<file path="src/rtl/rx_dest_filter_pkg.sv">
package rx_dest_filter_pkg;

    localparam int MAC_BYTES     = 6;
    localparam int DEF_ENTRIES   = 16;
    localparam int DEF_STRIDE    = 12;
    localparam int DEF_MIN_LEN   = 14;
    localparam int DEF_MAX_LEN   = 2048;
    localparam int DEF_LEN_W     = 12;

    typedef logic [7:0] octet_t;
    // element 0 is the first byte on the wire
    typedef octet_t [MAC_BYTES-1:0] mac_t;

    typedef struct packed {
        logic promisc;
        logic rx_all;
        logic pass_mc;
        logic invert;
    } mode_t;

    typedef struct packed {
        logic accept;
        logic filt_fail;
        logic mcast;
    } verdict_t;

    // within a 12-byte slot only positions with bit 1 clear carry address data
    function automatic logic slot_pos_used(input logic [3:0] rel);
        return !rel[1];
    endfunction

    // positions 0,1,4,5,8,9 map to address bytes 0..5
    function automatic logic [2:0] slot_pos_byte(input logic [3:0] rel);
        return {rel[3:2], rel[0]};
    endfunction

endpackage

</file>
<file path="src/rtl/rxf_addr_table.sv">
module rxf_addr_table
    import rx_dest_filter_pkg::*;
#(
    parameter int N_ENTRIES = DEF_ENTRIES,
    parameter int STRIDE    = DEF_STRIDE
) (
    input  logic   clk,
    input  logic   rst,
    input  logic   ld_start,
    input  logic   ld_valid,
    input  octet_t ld_byte,
    input  logic   ld_irq_en,
    input  mac_t   cmp_addr,
    output logic   hit_any,
    output logic   ld_done
);
    localparam int IDX_W = $clog2(N_ENTRIES);
    localparam int REL_W = $clog2(STRIDE);

    mac_t             tbl [N_ENTRIES];
    logic [IDX_W-1:0] idx;
    logic [REL_W-1:0] rel;
    logic             active;
    logic             irq_q;
    logic [N_ENTRIES-1:0] hit;

    always_ff @(posedge clk) begin
        if (rst) begin
            for (int i = 0; i < N_ENTRIES; i++) tbl[i] <= '0;
            idx     <= '0;
            rel     <= '0;
            active  <= 1'b0;
            irq_q   <= 1'b0;
            ld_done <= 1'b0;
        end else begin
            ld_done <= 1'b0;
            if (ld_start) begin
                idx    <= '0;
                rel    <= '0;
                active <= 1'b1;
                irq_q  <= ld_irq_en;
            end else if (ld_valid && active) begin
                if (slot_pos_used(4'(rel)))
                    tbl[idx][slot_pos_byte(4'(rel))] <= ld_byte;
                if (rel == REL_W'(STRIDE-1)) begin
                    rel <= '0;
                    if (idx == IDX_W'(N_ENTRIES-1)) begin
                        active  <= 1'b0;
                        ld_done <= irq_q;
                    end else begin
                        idx <= idx + 1'b1;
                    end
                end else begin
                    rel <= rel + 1'b1;
                end
            end
        end
    end

    for (genvar g = 0; g < N_ENTRIES; g++) begin : g_cmp
        assign hit[g] = (tbl[g] == cmp_addr);
    end

    assign hit_any = |hit;

    // completion pulse only when requested at load start
    p_done_needs_irq_r8: assert property (@(posedge clk) disable iff (rst)
        ld_done |-> irq_q);
    // completion only after the final slot position has been consumed
    p_done_ends_load_r8: assert property (@(posedge clk) disable iff (rst)
        ld_done |-> !active && $past(ld_valid));

endmodule

</file>
<file path="src/rtl/rxf_dest_capture.sv">
module rxf_dest_capture
    import rx_dest_filter_pkg::*;
#(
    parameter int LEN_W   = DEF_LEN_W,
    parameter int MIN_LEN = DEF_MIN_LEN,
    parameter int MAX_LEN = DEF_MAX_LEN
) (
    input  logic             clk,
    input  logic             rst,
    input  logic             rx_start,
    input  logic             rx_valid,
    input  octet_t           rx_byte,
    input  logic [LEN_W-1:0] rx_len,
    output mac_t             dest,
    output logic             complete,
    output logic             len_ok
);
    localparam logic [2:0] IDLE_CNT = 3'(MAC_BYTES);

    mac_t             part_q;
    logic [2:0]       cnt;
    logic [LEN_W-1:0] len_q;

    always_ff @(posedge clk) begin
        if (rst) begin
            cnt    <= IDLE_CNT;
            part_q <= '0;
            len_q  <= '0;
        end else if (rx_start) begin
            cnt   <= '0;
            len_q <= rx_len;
        end else if (rx_valid && cnt != IDLE_CNT) begin
            part_q[cnt] <= rx_byte;
            cnt         <= cnt + 3'd1;
        end
    end

    always_comb begin
        dest    = part_q;
        dest[MAC_BYTES-1] = rx_byte;
    end

    assign complete = rx_valid && !rx_start && (cnt == IDLE_CNT - 3'd1);
    assign len_ok   = (len_q >= LEN_W'(MIN_LEN)) && (len_q <= LEN_W'(MAX_LEN));

    // byte counter never leaves its idle value without a start
    p_cnt_range_r9: assert property (@(posedge clk) disable iff (rst)
        cnt <= IDLE_CNT);
    p_idle_holds_r9: assert property (@(posedge clk) disable iff (rst)
        (cnt == IDLE_CNT && !rx_start) |=> cnt == IDLE_CNT);

endmodule

</file>
<file path="src/rtl/rxf_verdict.sv">
module rxf_verdict
    import rx_dest_filter_pkg::*;
(
    input  logic     clk,
    input  logic     rst,
    input  logic     complete,
    input  mac_t     dest,
    input  logic     hit_any,
    input  mode_t    mode,
    input  logic     len_ok,
    output logic     out_valid,
    output verdict_t out_v
);
    verdict_t nxt;
    logic     bcast, mc_bit, pm, permissive;

    always_comb begin
        bcast       = &dest;
        mc_bit      = dest[0][0];
        pm          = hit_any ^ mode.invert;
        permissive  = mode.promisc | mode.rx_all;
        nxt.accept    = len_ok & (pm | bcast | permissive | (mode.pass_mc & mc_bit));
        nxt.filt_fail = len_ok & !pm & !bcast & permissive;
        nxt.mcast     = len_ok & !pm & !bcast & !permissive & mode.pass_mc & mc_bit;
    end

    always_ff @(posedge clk) begin
        if (rst) begin
            out_valid <= 1'b0;
            out_v     <= '0;
        end else begin
            out_valid <= complete;
            out_v     <= complete ? nxt : '0;
        end
    end

    p_len_reject_r1: assert property (@(posedge clk) disable iff (rst)
        (complete && !len_ok) |=> out_valid && !out_v.accept);
    p_bcast_r4: assert property (@(posedge clk) disable iff (rst)
        (complete && len_ok && (&dest)) |=> out_v.accept && !out_v.filt_fail && !out_v.mcast);
    p_ff_mode_r5: assert property (@(posedge clk) disable iff (rst)
        out_v.filt_fail |-> $past(mode.promisc || mode.rx_all));
    p_one_flag_r6: assert property (@(posedge clk) disable iff (rst)
        !(out_v.filt_fail && out_v.mcast));
    p_quiet_r10: assert property (@(posedge clk) disable iff (rst)
        !out_valid |-> out_v == '0);

endmodule

</file>
<file path="src/rtl/rx_dest_filter.sv">
module rx_dest_filter
    import rx_dest_filter_pkg::*;
#(
    parameter int N_ENTRIES = DEF_ENTRIES,
    parameter int STRIDE    = DEF_STRIDE,
    parameter int LEN_W     = DEF_LEN_W,
    parameter int MIN_LEN   = DEF_MIN_LEN,
    parameter int MAX_LEN   = DEF_MAX_LEN
) (
    input  logic             clk,
    input  logic             rst,
    input  logic             setup_start,
    input  logic             setup_valid,
    input  logic [7:0]       setup_byte,
    input  logic             setup_irq_en,
    input  logic             rx_start,
    input  logic             rx_valid,
    input  logic [7:0]       rx_byte,
    input  logic [LEN_W-1:0] rx_len,
    input  logic             mode_promisc,
    input  logic             mode_rx_all,
    input  logic             mode_pass_mcast,
    input  logic             mode_inverse,
    output logic             verdict_valid,
    output logic             verdict_accept,
    output logic             flag_filter_fail,
    output logic             flag_multicast,
    output logic             setup_done
);
    mac_t     dest;
    logic     complete, len_ok, hit_any;
    mode_t    mode;
    verdict_t v;

    assign mode = '{promisc: mode_promisc, rx_all: mode_rx_all,
                    pass_mc: mode_pass_mcast, invert: mode_inverse};

    rxf_dest_capture #(.LEN_W(LEN_W), .MIN_LEN(MIN_LEN), .MAX_LEN(MAX_LEN)) u_cap (
        .clk(clk), .rst(rst), .rx_start(rx_start), .rx_valid(rx_valid),
        .rx_byte(rx_byte), .rx_len(rx_len), .dest(dest),
        .complete(complete), .len_ok(len_ok)
    );

    rxf_addr_table #(.N_ENTRIES(N_ENTRIES), .STRIDE(STRIDE)) u_tbl (
        .clk(clk), .rst(rst), .ld_start(setup_start), .ld_valid(setup_valid),
        .ld_byte(setup_byte), .ld_irq_en(setup_irq_en), .cmp_addr(dest),
        .hit_any(hit_any), .ld_done(setup_done)
    );

    rxf_verdict u_dec (
        .clk(clk), .rst(rst), .complete(complete), .dest(dest),
        .hit_any(hit_any), .mode(mode), .len_ok(len_ok),
        .out_valid(verdict_valid), .out_v(v)
    );

    assign verdict_accept   = v.accept;
    assign flag_filter_fail = v.filt_fail;
    assign flag_multicast   = v.mcast;

    // a verdict always follows a data byte that was not a start cycle
    p_valid_after_byte_r9: assert property (@(posedge clk) disable iff (rst)
        verdict_valid |-> $past(rx_valid) && !$past(rx_start));
    p_valid_pulse_r9: assert property (@(posedge clk) disable iff (rst)
        verdict_valid |=> !verdict_valid);

endmodule

</file>
<file path="config.mk">
export PLATFORM = sky130hd
export DESIGN_NAME = rx_dest_filter
export DESIGN_NICKNAME = d
export VERILOG_FILES = /design/src/rtl/rx_dest_filter_pkg.sv /design/src/rtl/rxf_addr_table.sv /design/src/rtl/rxf_dest_capture.sv /design/src/rtl/rxf_verdict.sv /design/src/rtl/rx_dest_filter.sv
export SDC_FILE = /design/constraint.sdc
export NUM_CORES = 2
export LEC_CHECK = 0
export ABC_CLOCK_PERIOD_IN_PS = 3100
export BUFFER_PORTS_ARGS = -buffer_cell sky130_fd_sc_hd__buf_2
export CAP_MARGIN = 20
export CORE_MARGIN = 5
export CORE_UTILIZATION = 60
export DETAILED_ROUTE_END_ITERATION = 12
export PLACE_DENSITY = 0.78
export SYNTH_ARGS = -nofsm -noshare
export SYNTH_HDL_FRONTEND = slang
export SYNTH_HIERARCHICAL = 1
export SYNTH_SLANG_ARGS = --single-unit
</file>
<file path="constraint.sdc">
create_clock -name clk -period 3.1 [get_ports clk]
set_clock_uncertainty 0.15 [all_clocks]
set_input_delay 0.465 -clock clk [delete_from_list [all_inputs] [get_ports clk]]
set_output_delay 0.465 -clock clk [all_outputs]
set_load 0.005 [all_outputs]
</file>
Word-level counts from Yosys, hierarchy flattened
Memory sizes are Yosys's and may differ from the RTL's.
Cells that the tools add are included.
{ "totals": {"mem_count": 1, "ram_bits": 768, "wordCells": 113, "ff_bits": 78, "out_inout_bits": 5} }
{ "op_classes": {"n_addsub": 3, "order_cmp": 6, "reduce_logical": 25, "eq_ne": 20, "bitwise": 18, "n_mux": 22} }
{ "mem_list": {"columns": ["memory", "depth", "width", "read_ports", "rd_clocked_by_memory_dff", "write_ports", "line", "rtl"], "rows": [
  ["u_tbl.tbl", 16, 48, 16, 0, 16, "rxf_addr_table.sv:20", "mac_t tbl [N_ENTRIES];"]
]} }
{ "ops": {"columns": ["cell", "n"], "rows": [
  ["$eq 48x48->1", 16],
  ["$mux 48", 3],
  ["$bwmux 48", 1],
  ["$demux 8 s3", 2],
  ["$reduce_and 48->1", 1],
  ["$reduce_or 48->1", 1],
  ["$mux 8", 2],
  ["$reduce_or 16->1", 1],
  ["$ge 12x4->1 const B", 1],
  ["$le 12x12->1 const B", 1],
  ["$mux 1", 10],
  ["$add 4x1->4 const B", 2],
  ["$and 1x1->1", 8],
  ["$eq 4x4->1 const B", 2],
  ["$lt 3x4->1 const B", 2],
  ["$mux 4", 2],
  ["$reduce_bool 2->1", 4],
  ["$logic_and 1x1->1", 7],
  ["$ge 3x1->1 const B", 2],
  ["$mux 3", 2],
  ["$reduce_and 3->1", 2],
  ["$reduce_or 2->1", 3],
  ["$not 1->1", 5],
  ["$reduce_or 5->1", 1],
  ["other kinds (7)", 13]
]} }

Logic depth before layout (Yosys ltp)
{ "depth": {"depth_word": 9, "mapped_depth": 13, "ltp_nobuf": 10} }

By module
The synthesis kept the hierarchy.
{ "by_module_without_submodules": {"columns": ["module", "seq_area_each_um2", "area_per_inst_um2", "cells_each", "instances"], "rows": [
  ["rxf_addr_table", 23282.3, 39096.2, 3044, 1],
  ["rxf_dest_capture", 1101.1, 2317.2, 262, 1],
  ["rxf_verdict", 80.1, 265.3, 30, 1]
]} }

Worst setup path before layout
Ideal clock, no wire load.
{ "synth_path": {"kind": "in2reg", "startpoint": "in rx_byte[2]", "endpoint": "reg u_dec/out_v[0] in the netlist's numbering", "t_arrival_ps": 2338, "setup_slack_ps": 553, "path_stages": 13, "path_cell_list": "buf_4 > buf_2 > buf_2 > xor2_1 > nor4_1 > nand4_1 > nor3_1 > nor4_1 > nand4_1 > xnor2_1 > nand3_1 > a31oi_1 > and3b_1"} }
{ "synth_via": {"elab_chain_cells": 9} }
{ "synth_lines": {"columns": ["item", "line", "rtl"], "rows": [
  ["start, declared", "rx_dest_filter.sv:18", "input logic [7:0] rx_byte,"],
  ["$eq 48x48->1", "rxf_addr_table.sv:61", "assign hit[g] = (tbl[g] == cmp_addr);"],
  ["$reduce_or 16->1 *", "rxf_addr_table.sv:64", "assign hit_any = |hit;"],
  ["via hit_any", "rx_dest_filter.sv:31", "logic complete, len_ok, hit_any;"],
  ["$xor 1x1->1 *", "rxf_verdict.sv:20", "pm = hit_any ^ mode.invert;"],
  ["$logic_not 1->1 *", "rxf_verdict.sv:24", "nxt.mcast = len_ok & !pm & !bcast & !permissive & mode.pass_mc & mc_bit;"],
  ["$and 1x1->1 * (5 in series)", "rxf_verdict.sv:24", null],
  ["end signal, assigned", "rxf_verdict.sv:33", "out_v <= complete ? nxt : '0;"],
  ["end, declared", "rxf_verdict.sv:12", "output verdict_t out_v"]
]} }
The timed path passes the listed nets; every way through them passes the cells marked *.
A chain may end at the register's enable or synchronous reset.

Worst setup path after layout
{ "layout_path": {"startpoint": "reg u_cap.part_q (netlist bit u_cap/dest[3])", "endpoint": "reg u_dec/out_v[0] in the netlist's numbering"} }
{ "layout_via": {"elab_chain_cells": 9} }
{ "layout_lines": {"columns": ["item", "line", "rtl"], "rows": [
  ["start, declared", "rxf_dest_capture.sv:20", "mac_t part_q;"],
  ["start signal, assigned by index", "rxf_dest_capture.sv:33", "part_q[cnt] <= rx_byte;"],
  ["$eq 48x48->1", "rxf_addr_table.sv:61", null],
  ["$reduce_or 16->1 *", "rxf_addr_table.sv:64", null],
  ["via hit_any", "rx_dest_filter.sv:31", null],
  ["$xor 1x1->1 *", "rxf_verdict.sv:20", null],
  ["$logic_not 1->1 *", "rxf_verdict.sv:24", null],
  ["$and 1x1->1 * (5 in series)", "rxf_verdict.sv:24", null]
]} }
Marked as above.

==> flow_metrics.tcl <==
set metrics [dict create \
    synth_nets 3383 \
    hp-class "input pin to register" \
    drcViolationCount 0 \
    synth_top_cell_by_area "edfxtp_1" \
    fin_ws_ns -0.0168 \
    synth_top_area_share_pct 55.3 \
    stdcell_count 4523 \
    htreeDepth 3 \
    synth_cell_types 53 \
    slew_viol_final 0 \
    r2r-end "u_dec/out_v[0]" \
    max_freq_ghz 0.321 \
    internal-power_mw 19.7 \
    grt_pass1_vias 28095 \
    vias 28668 \
    period_share_pct 101 \
    wl_per_cell_um 30.8 \
    die_area_sq_um 74800 \
    placed_cell_area_sq_um 44900 \
    syn-cell-area_sq_um 41700 \
    synth_flop_cell "edfxtp_1" \
    crit_family "simple AND/OR/NAND/NOR gates" \
    core_sq_um 68700 \
    path_buf_inv 3 \
    cts_made_buffers 87 \
    gp_congestion 0.976 \
    start_util_pct 60.7 \
    yosysSeqAreaShare_pct 58.7 \
    dp_hpwl_um 89600 \
    ir_drop_mv 0.494 \
    cp_max_fo 6 \
    routed_wl_um 139000 \
    synthTopCellsByCount "770 x xor2_1, 768 x edfxtp_1, 738 x and2_1, 199 x nor4_1, 104 x clkbuf_1" \
    post-place-ws_ns -0.687 \
    yosys-top-cells-area "edfxtp_1 55%, xor2_1 16%, and2_1 11%, dfxtp_1 3.4%, nor4_1 3.0%" \
    slew_headroom_pct 30.6 \
    synthCells 3336 \
    yosysMostFrequentCell "xor2_1" \
    reg2reg_from "u_cap/dest[3]" \
    placed_cells 4339 \
    power_density_nw_per_um2 530 \
    drt_iter0_drc 4264 \
    grt_use_total_pct 36.5 \
    p_leak_nw 19.4 \
    whs_ns 0.0514 \
    r2r_cells 13 \
    period_needed_ns 3.12 \
    max_stage_delay_ns 0.35 \
    fp.dieH_um 274 \
    cts.clk_slew.worst_paths_ns 0.06 \
    hold_depth 3 \
    status "finished with violations" \
    synth-seq-cells 838 \
    cp-start-kind "register" \
    comb_power_share_pct 6.6 \
    viasPerCell 6.34 \
    stdcell_area_sq_um 48300 \
    endpoint_kind "register" \
    first_pass_iters 6 \
    p_sw_share_pct 23.2 \
    worst-setup-path-type "register to register" \
    die_w_um 274 \
    r2r_slack_ns -0.02 \
    grt_antenna_before_repair 2 \
    pwr-share-clk_pct 42.1 \
    crit_chain "buf_12, buf_4, xor2_1, nor4_1, nand4_1, nor3_4, buf_6, nor4_2, nand4_1, xnor2_2, nand3_1, a31oi_2, and3b_1" \
    layout-drive-gt1-share_pct 19.4 \
    clock_latency_ns 0.65 \
    crit_arrival_ns 3.55 \
    hold_end "u_dec/out_v[0]" \
    critical-path-top-cell-by-count "nand4_1" \
    max-cap-violations 0 \
    clock_sinks 838 \
    async_reset_ff_share_pct 0 \
    ant_nets 0 \
    rows 96 \
    numPortBuffers 43 \
    violations "negative setup slack" \
    finalHoldViolations 0 \
    gr-total-overflow 0 \
    tightest_slew_ns 1.03 \
    setup_viol 1 \
    grt_start_max_net_pins 91 \
    synth_edf_count 768 \
    layout-area-overhead-vs-synth_pct 16.0 \
    fin_nets 3565 \
    critPathSlowestCell "nor3_4" \
    syn_avg_cell_area_sq_um 12.5 \
    yosys_warnings 6 \
    min-delay-start "mode_rx_all" \
    fin_util_pct 70.4 \
    crit_required_ns 3.53 \
    switchingPower_mw 5.94 \
    grt_pass1_wl_um 196000 \
    root_buffer "clkbuf_16" \
    cts_tree "built" \
    clock_path_buffers 3 \
    power_frac_seq_pct 51.3 \
    io-pin-count 44 \
]
cells in the final DEF (no fill, tap or decap), drive strengths merged, types with 4 or more instances in the layout:
cell,instances
buf,308
or2,94
ha,8
nand4,63
nand2,23
nor3,23
nor4,203
clkbuf,109
dfxtp,70
mux2i,15
bufinv,9
a21o,6
clkinv,39
a21oi,44
xnor2,4
nor2b,7
and3,33
edfxtp,768
and2,738
inv,8
xor2,770
o21ai,40
dlygate4sd3,19
nor2,117
nand3,50
final cells by class:
class	count	area (sq um)
antenna	2	5.00
clock buffer	109	2430
clock inverter	52	492
fill	4715	20400
inverter	6	22.5
multi-input combinational	2258	16400
sequential	838	24500
tap	931	1160
timing repair buffer	327	3340
per-stage QoR:
step           setup TNS (ns)  total power [mW]
6_report              -0.0168              25.6
5_1_grt               -0.0170              26.2
4_1_cts                     0              25.6
3_5_place_dp            -1.81              14.9
3_3_place_gp            -1.86              14.9
2_1_floorplan               0              14.2
worst register-to-register path: stages (launching register included):
cell and delay, ns:
dfxtp_2 0.34, buf_12 0.15, buf_4 0.20, xor2_1 0.19
nor4_1 0.28, nand4_1 0.20, nor3_4 0.35, buf_6 0.17
nor4_2 0.04, nand4_1 0.32, xnor2_2 0.16, nand3_1 0.12
a31oi_2 0.20, and3b_1 0.19
how the worst max path moves through the flow:
| stage | startpoint | endpoint | slack (ns) | cells after the start |
|---|---|---|---|---|
| after global routing | u_cap/dest[24] | u_dec/out_v[0] | -0.02 | 13 |
| after detailed placement | rx_byte[0] | u_dec/out_v[0] | -0.69 | 14 |
| after floorplan | rx_byte[2] | u_dec/out_v[0] | 0.55 | 13 |
| after CTS | u_cap/dest[7] | u_dec/out_v[0] | 0.005 | 12 |
| final | u_cap/dest[3] | u_dec/out_v[0] | -0.02 | 13 |
| after global placement | rx_byte[0] | u_dec/out_v[0] | -0.69 | 14 |
routing by layer:
layer  up-vias  GRT usage [%]  part of all wire [%]
met3       535           10.7                    14
met1     14054           47.6                    35
met5         -              0                  0.13
met4         2           18.8                   6.8
li1      11842              -                     -
met2      2235           56.0                    44
state kept, by name, summed over array words and instances (netlist names), 3 cells and up:
name,flops
u_cap/cnt,3
u_cap/dest,40
u_cap/len_q,12
u_dec/out_v,3
u_tbl/idx,4
u_tbl/rel,4
u_tbl/tbl,768
power by group through the flow:
stage	clock network, mW	logic [mW]	registers [mW]
finish	10.8	1.70	13.1
global route	11.3	1.74	13.2
CTS	10.8	1.62	13.1
detailed placement	0	1.59	13.4
global placement	0	1.56	13.3
floorplan	0	0.923	13.2
cells by family after synthesis:
kind of cell / synth area share [%]
simple gates: 20.5
fa+ha+maj: 0.240
buf+inv: 2.73
flops: 58.7
compound gates: 1.25
mux: 0.360
xor+xnor: 16.3
timing repair:
action / in CTS / in global routing
pin swaps: 2 / 8
setup buffers: 2 / 0
setup endpoints to repair: 3 / 3
gates resized for setup: 18 / 36
endpoints found under the hold margin: 17 / 0
hold buffers: 19 / 0
(Power assumes the default switching activity.)
